File: src/rtl/rtc_serial_pkg.sv
package rtc_serial_pkg;

  localparam logic [7:0] CMD_TIME_BASE = 8'h20;
  localparam logic [7:0] CMD_STATUS    = 8'h30;
  localparam logic [7:0] CMD_CONFIG    = 8'h31;
  localparam logic [7:0] CMD_WR_BASE   = 8'h80;
  localparam logic [7:0] CMD_CLEAR     = 8'hB1;
  localparam logic [7:0] CLEAR_FLAGS   = 8'h18;

  typedef struct packed {
    logic       abort;
    logic       shiftCmd;
    logic       shiftVal;
    logic       commit;
    logic [2:0] bitIdx;
  } rtcStrobe_t;

endpackage

File: src/rtl/rtc_serial_ctrl.sv
module rtc_serial_ctrl
  import rtc_serial_pkg::*;
#(
  parameter int PHASE_LAST = 16
) (
  input  logic       clk,
  input  logic       rst_n,
  input  logic       hostWe,
  input  logic [7:0] hostIn,
  output rtcStrobe_t strb
);
  localparam int PW = $clog2(PHASE_LAST + 1);
  localparam logic [PW-1:0] LAST = PW'(PHASE_LAST);
  localparam logic [PW-1:0] HALF = PW'(PHASE_LAST / 2);

  logic          sclkPrev;
  logic [PW-1:0] phase;
  logic          fallEdge;
  logic          active;

  assign fallEdge      = hostWe && hostIn[0] && sclkPrev && !hostIn[1];
  assign active        = fallEdge && (phase < LAST);
  assign strb.abort    = hostWe && !hostIn[0];
  assign strb.shiftCmd = active && (phase < HALF);
  assign strb.shiftVal = active && (phase >= HALF);
  assign strb.commit   = active && (phase == LAST - 1'b1);
  assign strb.bitIdx   = phase[2:0];

  always_ff @(posedge clk) begin
    if (!rst_n) begin
      sclkPrev <= 1'b0;
      phase    <= '0;
    end else begin
      if (hostWe) sclkPrev <= hostIn[1];
      if (strb.abort) phase <= '0;
      else if (active) phase <= phase + 1'b1;
    end
  end


  phase_range_chk: assert property (@(posedge clk) disable iff (!rst_n)
    phase <= LAST);


  abort_phase_chk: assert property (@(posedge clk) disable iff (!rst_n)
    strb.abort |=> phase == '0);

endmodule

File: src/rtl/rtc_serial_data.sv
module rtc_serial_data
  import rtc_serial_pkg::*;
#(
  parameter int                   RAM_BYTES   = 32,
  parameter logic [RAM_BYTES*8-1:0] RAM_INIT  = '0,
  parameter logic [7:0]           STATUS_INIT = 8'h90,
  parameter logic [7:0]           CFG_BYTE    = 8'h00
) (
  input  logic       clk,
  input  logic       rst_n,
  input  logic       hostWe,
  input  logic [7:0] hostIn,
  input  rtcStrobe_t strb,
  input  logic [7:0] tSec,
  input  logic [7:0] tMin,
  input  logic [7:0] tHour,
  input  logic [7:0] tDay,
  input  logic [7:0] tMonth,
  input  logic [7:0] tYear,
  output logic [7:0] hostOut,
  output logic [7:0] readback,
  output logic       irqClr
);
  localparam int AW = $clog2(RAM_BYTES);
  localparam logic [7:0] RAM_TOP = 8'(RAM_BYTES);
  localparam logic [7:0] WR_TOP  = 8'(128 + RAM_BYTES);

  logic [7:0]    ram [RAM_BYTES];
  logic [7:0]    cmdReg, valReg, statusReg, rbReg, hostReg;
  logic          irqReg;
  logic [7:0]    srcByte;
  logic          srcValid;
  logic          selBit, outBit;
  logic [7:0]    newVal;
  logic          isRamWr, clrHit;
  logic [AW-1:0] wrIdx;

  always_comb begin
    srcByte  = 8'h00;
    srcValid = 1'b1;
    if (cmdReg < RAM_TOP) begin
      srcByte = ram[cmdReg[AW-1:0]];
    end else if (cmdReg[7:4] == CMD_TIME_BASE[7:4]) begin
      case (cmdReg[3:0])
        4'h0:    srcByte = tSec;
        4'h1:    srcByte = tMin;
        4'h2:    srcByte = tHour;
        4'h4:    srcByte = tDay;
        4'h5:    srcByte = tMonth;
        4'h6:    srcByte = tYear;
        default: srcByte = 8'h00;
      endcase
    end else if (cmdReg == CMD_STATUS) begin
      srcByte = statusReg;
    end else if (cmdReg == CMD_CONFIG) begin
      srcByte = CFG_BYTE;
    end else begin
      srcValid = 1'b0;
    end
  end

  assign selBit  = srcByte[3'd7 - strb.bitIdx];
  assign outBit  = (strb.shiftVal && srcValid) ? selBit : hostIn[2];
  assign newVal  = {valReg[6:0], hostIn[2]};
  assign isRamWr = (cmdReg >= CMD_WR_BASE) && (cmdReg < WR_TOP);
  assign wrIdx   = AW'(cmdReg - CMD_WR_BASE);
  assign clrHit  = strb.commit && (cmdReg == CMD_CLEAR) && newVal[2];

  always_ff @(posedge clk) begin
    if (!rst_n) begin
      for (int i = 0; i < RAM_BYTES; i++) ram[i] <= RAM_INIT[8*i +: 8];
      cmdReg    <= 8'h00;
      valReg    <= 8'h00;
      statusReg <= STATUS_INIT;
      rbReg     <= 8'h00;
      hostReg   <= 8'h00;
      irqReg    <= 1'b0;
    end else begin
      irqReg <= clrHit;
      if (hostWe) hostReg <= {hostIn[7:3], outBit, hostIn[1:0]};
      if (strb.abort) begin
        cmdReg <= 8'h00;
        valReg <= 8'h00;
      end else begin
        if (strb.shiftCmd) cmdReg <= {cmdReg[6:0], hostIn[2]};
        if (strb.shiftVal) valReg <= newVal;
      end
      if (strb.shiftVal && srcValid) rbReg <= {rbReg[6:0], selBit};
      if (strb.commit && isRamWr) ram[wrIdx] <= newVal;
      if (clrHit) statusReg <= statusReg & ~CLEAR_FLAGS;
    end
  end

  assign hostOut  = hostReg;
  assign readback = rbReg;
  assign irqClr   = irqReg;


  irq_status_chk: assert property (@(posedge clk) disable iff (!rst_n)
    irqClr |-> statusReg[4:3] == 2'b00);


  irq_pulse_chk: assert property (@(posedge clk) disable iff (!rst_n)
    irqClr |=> !irqClr);


  abort_clear_chk: assert property (@(posedge clk) disable iff (!rst_n)
    strb.abort |=> (cmdReg == 8'h00) && (valReg == 8'h00));

endmodule

File: src/rtl/rtc_serial_slave.sv
module rtc_serial_slave
  import rtc_serial_pkg::*;
#(
  parameter int                     RAM_BYTES   = 32,
  parameter logic [RAM_BYTES*8-1:0] RAM_INIT    = '0,
  parameter logic [7:0]             STATUS_INIT = 8'h90,
  parameter logic [7:0]             CFG_BYTE    = 8'h00
) (
  input  logic       clk,
  input  logic       rst_n,
  input  logic       hostWe,
  input  logic [7:0] hostIn,
  input  logic [7:0] tSec,
  input  logic [7:0] tMin,
  input  logic [7:0] tHour,
  input  logic [7:0] tDay,
  input  logic [7:0] tMonth,
  input  logic [7:0] tYear,
  output logic [7:0] hostOut,
  output logic [7:0] readback,
  output logic       irqClr
);
  rtcStrobe_t strb;

  rtc_serial_ctrl #(.PHASE_LAST(16)) u_ctrl (
    .clk(clk), .rst_n(rst_n), .hostWe(hostWe), .hostIn(hostIn), .strb(strb)
  );

  rtc_serial_data #(
    .RAM_BYTES(RAM_BYTES), .RAM_INIT(RAM_INIT),
    .STATUS_INIT(STATUS_INIT), .CFG_BYTE(CFG_BYTE)
  ) u_data (
    .clk(clk), .rst_n(rst_n), .hostWe(hostWe), .hostIn(hostIn), .strb(strb),
    .tSec(tSec), .tMin(tMin), .tHour(tHour), .tDay(tDay),
    .tMonth(tMonth), .tYear(tYear),
    .hostOut(hostOut), .readback(readback), .irqClr(irqClr)
  );

endmodule

File: config.mk
export PLATFORM = sky130hd
export DESIGN_NAME = rtc_serial_slave
export DESIGN_NICKNAME = d
export VERILOG_FILES = /design/src/rtl/rtc_serial_pkg.sv /design/src/rtl/rtc_serial_ctrl.sv /design/src/rtl/rtc_serial_data.sv /design/src/rtl/rtc_serial_slave.sv
export SDC_FILE = /design/constraint.sdc
export NUM_CORES = 1
export LEC_CHECK = 0
export BUFFER_PORTS_ARGS = -buffer_cell sky130_fd_sc_hd__buf_4
export CAP_MARGIN = 30
export CORE_ASPECT_RATIO = 0.8
export CORE_UTILIZATION = 41
export DETAILED_ROUTE_END_ITERATION = 7
export GPL_TIMING_DRIVEN = 0
export PLACE_DENSITY = 0.58
export SKIP_LAST_GASP = 1
export SYNTH_ARGS = -nofsm -noshare
export SYNTH_HDL_FRONTEND = slang
export SYNTH_SLANG_ARGS = --single-unit
File: constraint.sdc
create_clock -name clk -period 4.27 [get_ports clk]
set_input_delay 0.427 -clock clk [delete_from_list [all_inputs] [get_ports clk]]
set_output_delay 0.427 -clock clk [all_outputs]
set_load 0.03 [all_outputs]
Word-level counts from Yosys, hierarchy flattened
Memories as Yosys holds them, arrays and structs flattened. A register that Yosys moved wholly into a read port is not among the register bits. Index checks and enable logic that the tools add are counted.

Equality and inequality tests: 10. Divide/modulo/power cells: 0. Muxes and demuxes: 20. Order comparisons: 7. Reductions and logical operators: 18. Shift-type cells: 0. Bitwise logic cells: 1. Multipliers: 0. Add/sub/neg operators: 3.

Operator list (count): 8-bit one-hot mux with 6 select lines (1); 8-bit 2-to-1 mux (4); 8-bit by 6-bit equality test with 1-bit output, second input constant (2); 5-bit 2-to-1 mux (3); 1-bit logical AND (13); 4-bit by 3-bit equality test with 1-bit output, second input constant (3); 1-bit 2-to-1 mux (11); 4-bit by 2-bit equality test with 1-bit output, second input constant (2); 8-bit equality test, second input constant (1); 8-bit >= comparator, second input constant (1); 8-bit by 6-bit < comparator with 1-bit output, second input constant (1); 8-bit < comparator, second input constant (1); 8-bit OR reduction (1); 5-bit by 1-bit adder with 5-bit output, second input constant (1); 5-bit by 4-bit equality test with 1-bit output, second input constant (1); 5-bit by 4-bit >= comparator with 1-bit output, second input constant (1); 5-bit by 4-bit < comparator with 1-bit output, second input constant (1); 5-bit < comparator, second input constant (1); 5-bit by 1-bit subtractor with 5-bit output, second input constant (1); 4-bit by 1-bit equality test with 1-bit output, second input constant (1); 4-bit logical NOT (1); 3-bit by 4-bit < comparator with 1-bit output, second input constant (1); 1-bit binary-select mux with 3-bit select (1); 3-bit subtractor, first input constant (1); other kinds (3) (4).

Register bits after elaboration: 39. Logic and storage cells: 68. Output and inout port bits: 17. Bits of input ports: 59. Bits in writable memories: 256. Memories: 1. Bits in latches: 0. Memory bits (read-only): 0.

Memories: u_data.ram (words 32, bits a word 8, rd ports 1, clocked after memory_dff 1, write ports 32, line rtc_serial_data.sv:28) `logic [7:0] ram [RAM_BYTES];`.

Longest topological paths before layout
Depth in word-level cells: 11. Mapped depth: 12. Gate-level depth less buffers: 10.

Cells and area by module
From an unflattened synthesis, not the netlist that was laid out.

Cells, all modules: 1037. Area total of the unflattened synthesis: 14123.5 um2.

Modules (own cells, without submodules): rtc_serial_data (sequential area each 8448.1 um2, cells an instance 997, instances 1, area each 13774.5 um2); rtc_serial_ctrl (sequential area each 120.1 um2, cells an instance 40, instances 1, area each 349.1 um2).

Worst setup path after synthesis
Ideal clock, no wire load.

Kind: reg-to-reg. Start point: register u_ctrl.phase[3]. End point: memory u_data.ram[10][0], enable pin. Buffers on the path: 2. Clock period less this slack: 2.908 ns. Setup time: 0.384 ns. Cell stages (with the launch flop): 10. Arrival time: 2.524 ns. Path slack: 1.362 ns. Required time: 3.886 ns. Path through: dfxtp_1 clkbuf_1 and3_1 ha_1 nand4b_1 nor3_2 nand2_1 or3_1 clkbuf_1 o21ai_0.

RTL lines: start, declared (line rtc_serial_ctrl.sv:17) `logic [PW-1:0] phase;`; start signal, assigned (line rtc_serial_ctrl.sv:36) `else if (active) phase <= phase + 1'b1;`; end, declared (line rtc_serial_data.sv:28).

==> results.cfg <==
[drt]
ant_nets = 0
routedWlPerCell_um = 25.7
first_pass_iters = 5
wirelength_um = 44600
vias = 9753
drc = 0
drt_iter0_markers = 1154
viasPerCell = 5.61

[clock_network]
clock_path_buffers = 3
cts_tree = built
cts.sinks = 299
clkSlewWorstSetupHoldPaths_ns = 0.06
cts_resized = 0
cts_made_buffers = 31
holdBufCountCts = 0
root_buffer = clkbuf_16
clk_latency_ns = 0.57
cts_max_level = 1
post_cts_buffers = 0

[synth]
synth_seq_cells = 299
synth_fa_ha_area_share_pct = 0.174
synth_edf_count = 256
ys_seq_area_share_pct = 59.6
synth_top_area_share_pct = 53.6
synth_cells = 1111
synth_top_family_by_area = simple AND/OR/NAND/NOR gates
async_flop_share_pct = 0
synth.area.mux_share_pct = 12.7
synth_fp_nets = 1172
synth-xor-area-share_pct = 0.183
yosys.area_share.simple_pct = 18.4
synth_compound_area_share_pct = 5.94
yosys_most_used_dff = edfxtp_1
yosys_warnings = 0
yosysTopAreaCell = edfxtp_1
syn_area_um2 = 14400
syn_avg_cell_area_um2 = 12.9
synth_area_leaders = edfxtp_1 (54%), and2_1 (11%), mux4_2 (6.7%)
yosysUniqueCellTypes = 64

[placed_design]
place_area_um2 = 15700
dpl.hpwl_um = 32200
port_buffers = 75
gp_congestion = 0.944

[layout]
n_antenna_cell = 0
design_area_um2 = 16700
fillers = 3017
area_growth_pct = 16.2
multi_input_comb_area_um2 = 5360
nets = 1310
drive_above_1_share_pct = 18.7
seq_area_um2 = 8550

[timing]
drv_slew = 0
min_period_over_period_pct = 86.8
fmax_ghz = 0.270
worstMarginPinSlew_ns = 0.941
rsz0062_at_grt = no
finalHoldViolations = 0
fin_crit_ns = 3.71
skew_ns = 0.00999
setup_viol = 0
finalSetupTns_ns = 0
max_slew_margin_pct = 36.9

[die]
dieWidth_um = 211
fp-row-count = 60
die_h_um = 169
ios = 76
initial_core_util_pct = 42.2
coreArea_um2 = 34000
die_area_um2 = 35800

[global_routing]
grt_antenna_before_repair = 1
grt_max_degree = 16
grt_remaining_overflow = 0
grt_first_pass_wirelength_um = 64300
grt_usage_pct = 25.2
grt_pass1_vias = 9431

[setup_path]
cp-start-kind = register
crit_path_end_kind = register
cp_data_arrival_time_ns = 3.99
criticalPathCategory = reg2reg
r2r_slack_ns = 0.56
worstPathRequired_ns = 4.55
worstPathMaxFanout = 10

[power_and_ir_drop]
power_density_nw_per_um2 = 379
ir_drop_v = 0.000313
p_leak_nw = 5.69

[hold_path]
min_path_type = in2reg

[status]
outcome = completed

[run]
drv_cap = 0
path summary, 6_finish.rpt:
| check | startpoint | endpoint | depth (start not counted) |
|---|---|---|---|
| max | u_ctrl.phase[3] | u_data.ram[10][7] | 10 |
| max reg2reg | u_ctrl.phase[3] | u_data.ram[10][7] | 10 |
| min reg2reg | u_data.readback[0] | u_data.readback[0] | 2 |
| min | hostIn[5] | u_data.hostOut[5] | 3 |
final cells by class:
cell class | count | area share (%)
flip-flops and latches | 299 | 51.3
multi-input cells | 722 | 32.2
clock buffers | 37 | 4.79
repair buffers | 105 | 4.43
well taps | 465 | 3.49
plain buffers | 81 | 2.46
clock inverters | 20 | 1.20
inverters | 9 | 0.203
critical path, stage by stage, from the launching register on:
cell and delay [ns]:
dfxtp_1 0.36, clkbuf_1 0.34, and3_1 0.23, ha_1 0.19
nand4b_1 0.14, nor3_2 0.42, nand2_1 0.13, or3_1 0.40
clkbuf_1 0.24, o21ai_0 0.68, buf_4 0.28
kinds of logic (layout without fill, tap and decap cells):
kind of cell               count (synthesis)  in the layout
buffers and inverters                     90            252
xor gates and xnor gates                   3              3
muxes                                    114            114
AOI/OAI and AO/OA                        137            137
adders and majority gates                  2              2
DFF                                      299            299
and+or+nand+nor                          466            466
report_power, final:
part           internal [mW]  switching (mW)  total [mW]
Sequential              3.29          0.0416        3.33
Combinational          0.120           0.163       0.283
Clock                   1.57            1.14        2.71
routing by layer:
| layer | global-route usage (%) | vias to the layer above | wire (um) | share of wire (%) |
|---|---|---|---|---|
| met5 | 0 | - | 0 | 0 |
| met4 | 5.48 | 0 | 883 | 2.0 |
| met3 | 5.70 | 62 | 4450 | 10 |
| met2 | 36.8 | 453 | 19400 | 44 |
| met1 | 38.1 | 4892 | 19800 | 44 |
| li1 | - | 4346 | - | - |
cells in the final DEF, fill, tap and decap left out, types with 8 or more instances in the layout:
master and n:
nand4_1 11, dfxtp_1 43, inv_1 8, clkbuf_16 31
mux4_1 8, buf_4 93, edfxtp_1 256, and2_1 257
nor2_1 55, buf_2 37, o21ai_0 40, a31oi_1 8
nand2_1 59, mux4_2 43, nand3_1 16, clkbuf_1 55
nor2b_1 14, nor3_1 8, nand3b_1 8, a21oi_1 35
mux2i_1 57, nand2b_1 8, clkinv_1 9
metrics by stage:
step	std cells	hold WS [ns]	total power, mW	utilization [%]	setup WS [ns]
final	1738	0.110	6.32	49.0	0.562
after global routing	1738	0.104	6.48	49.0	0.258
after CTS	1738	0.0932	6.34	49.0	0.567
after detailed placement	1681	0.461	3.67	46.1	0.581
after global placement	1651	0.452	3.65	45.6	0.391
after floorplan	1111	0.432	3.51	-	1.36
synthesized netlist by cell type, types with 6 or more instances:
cell	number
nor2_1	55
buf_4	8
a21boi_0	7
nand2b_1	8
a31oi_1	8
mux4_1	8
buf_2	17
dfxtp_1	43
mux2i_1	57
nand3b_1	8
nor3_1	8
nand2_1	59
inv_1	8
nand3_1	16
a211oi_1	7
nor2b_1	14
a21oi_1	35
clkbuf_1	49
mux2_2	6
and2_1	257
mux4_2	43
nand4_1	11
o21ai_0	45
edfxtp_1	256
state kept, by name (all words and copies together), names as in the netlist, named ones only:
name and flops:
u_data.irqClr 1, u_data.hostOut 8, u_data.cmdReg 8, u_data.valReg 7, u_data.readback 8, u_data.statusReg 1, u_ctrl.phase 5, u_data.ram 256
No activity file was read; power rests on OpenSTA's default activity.
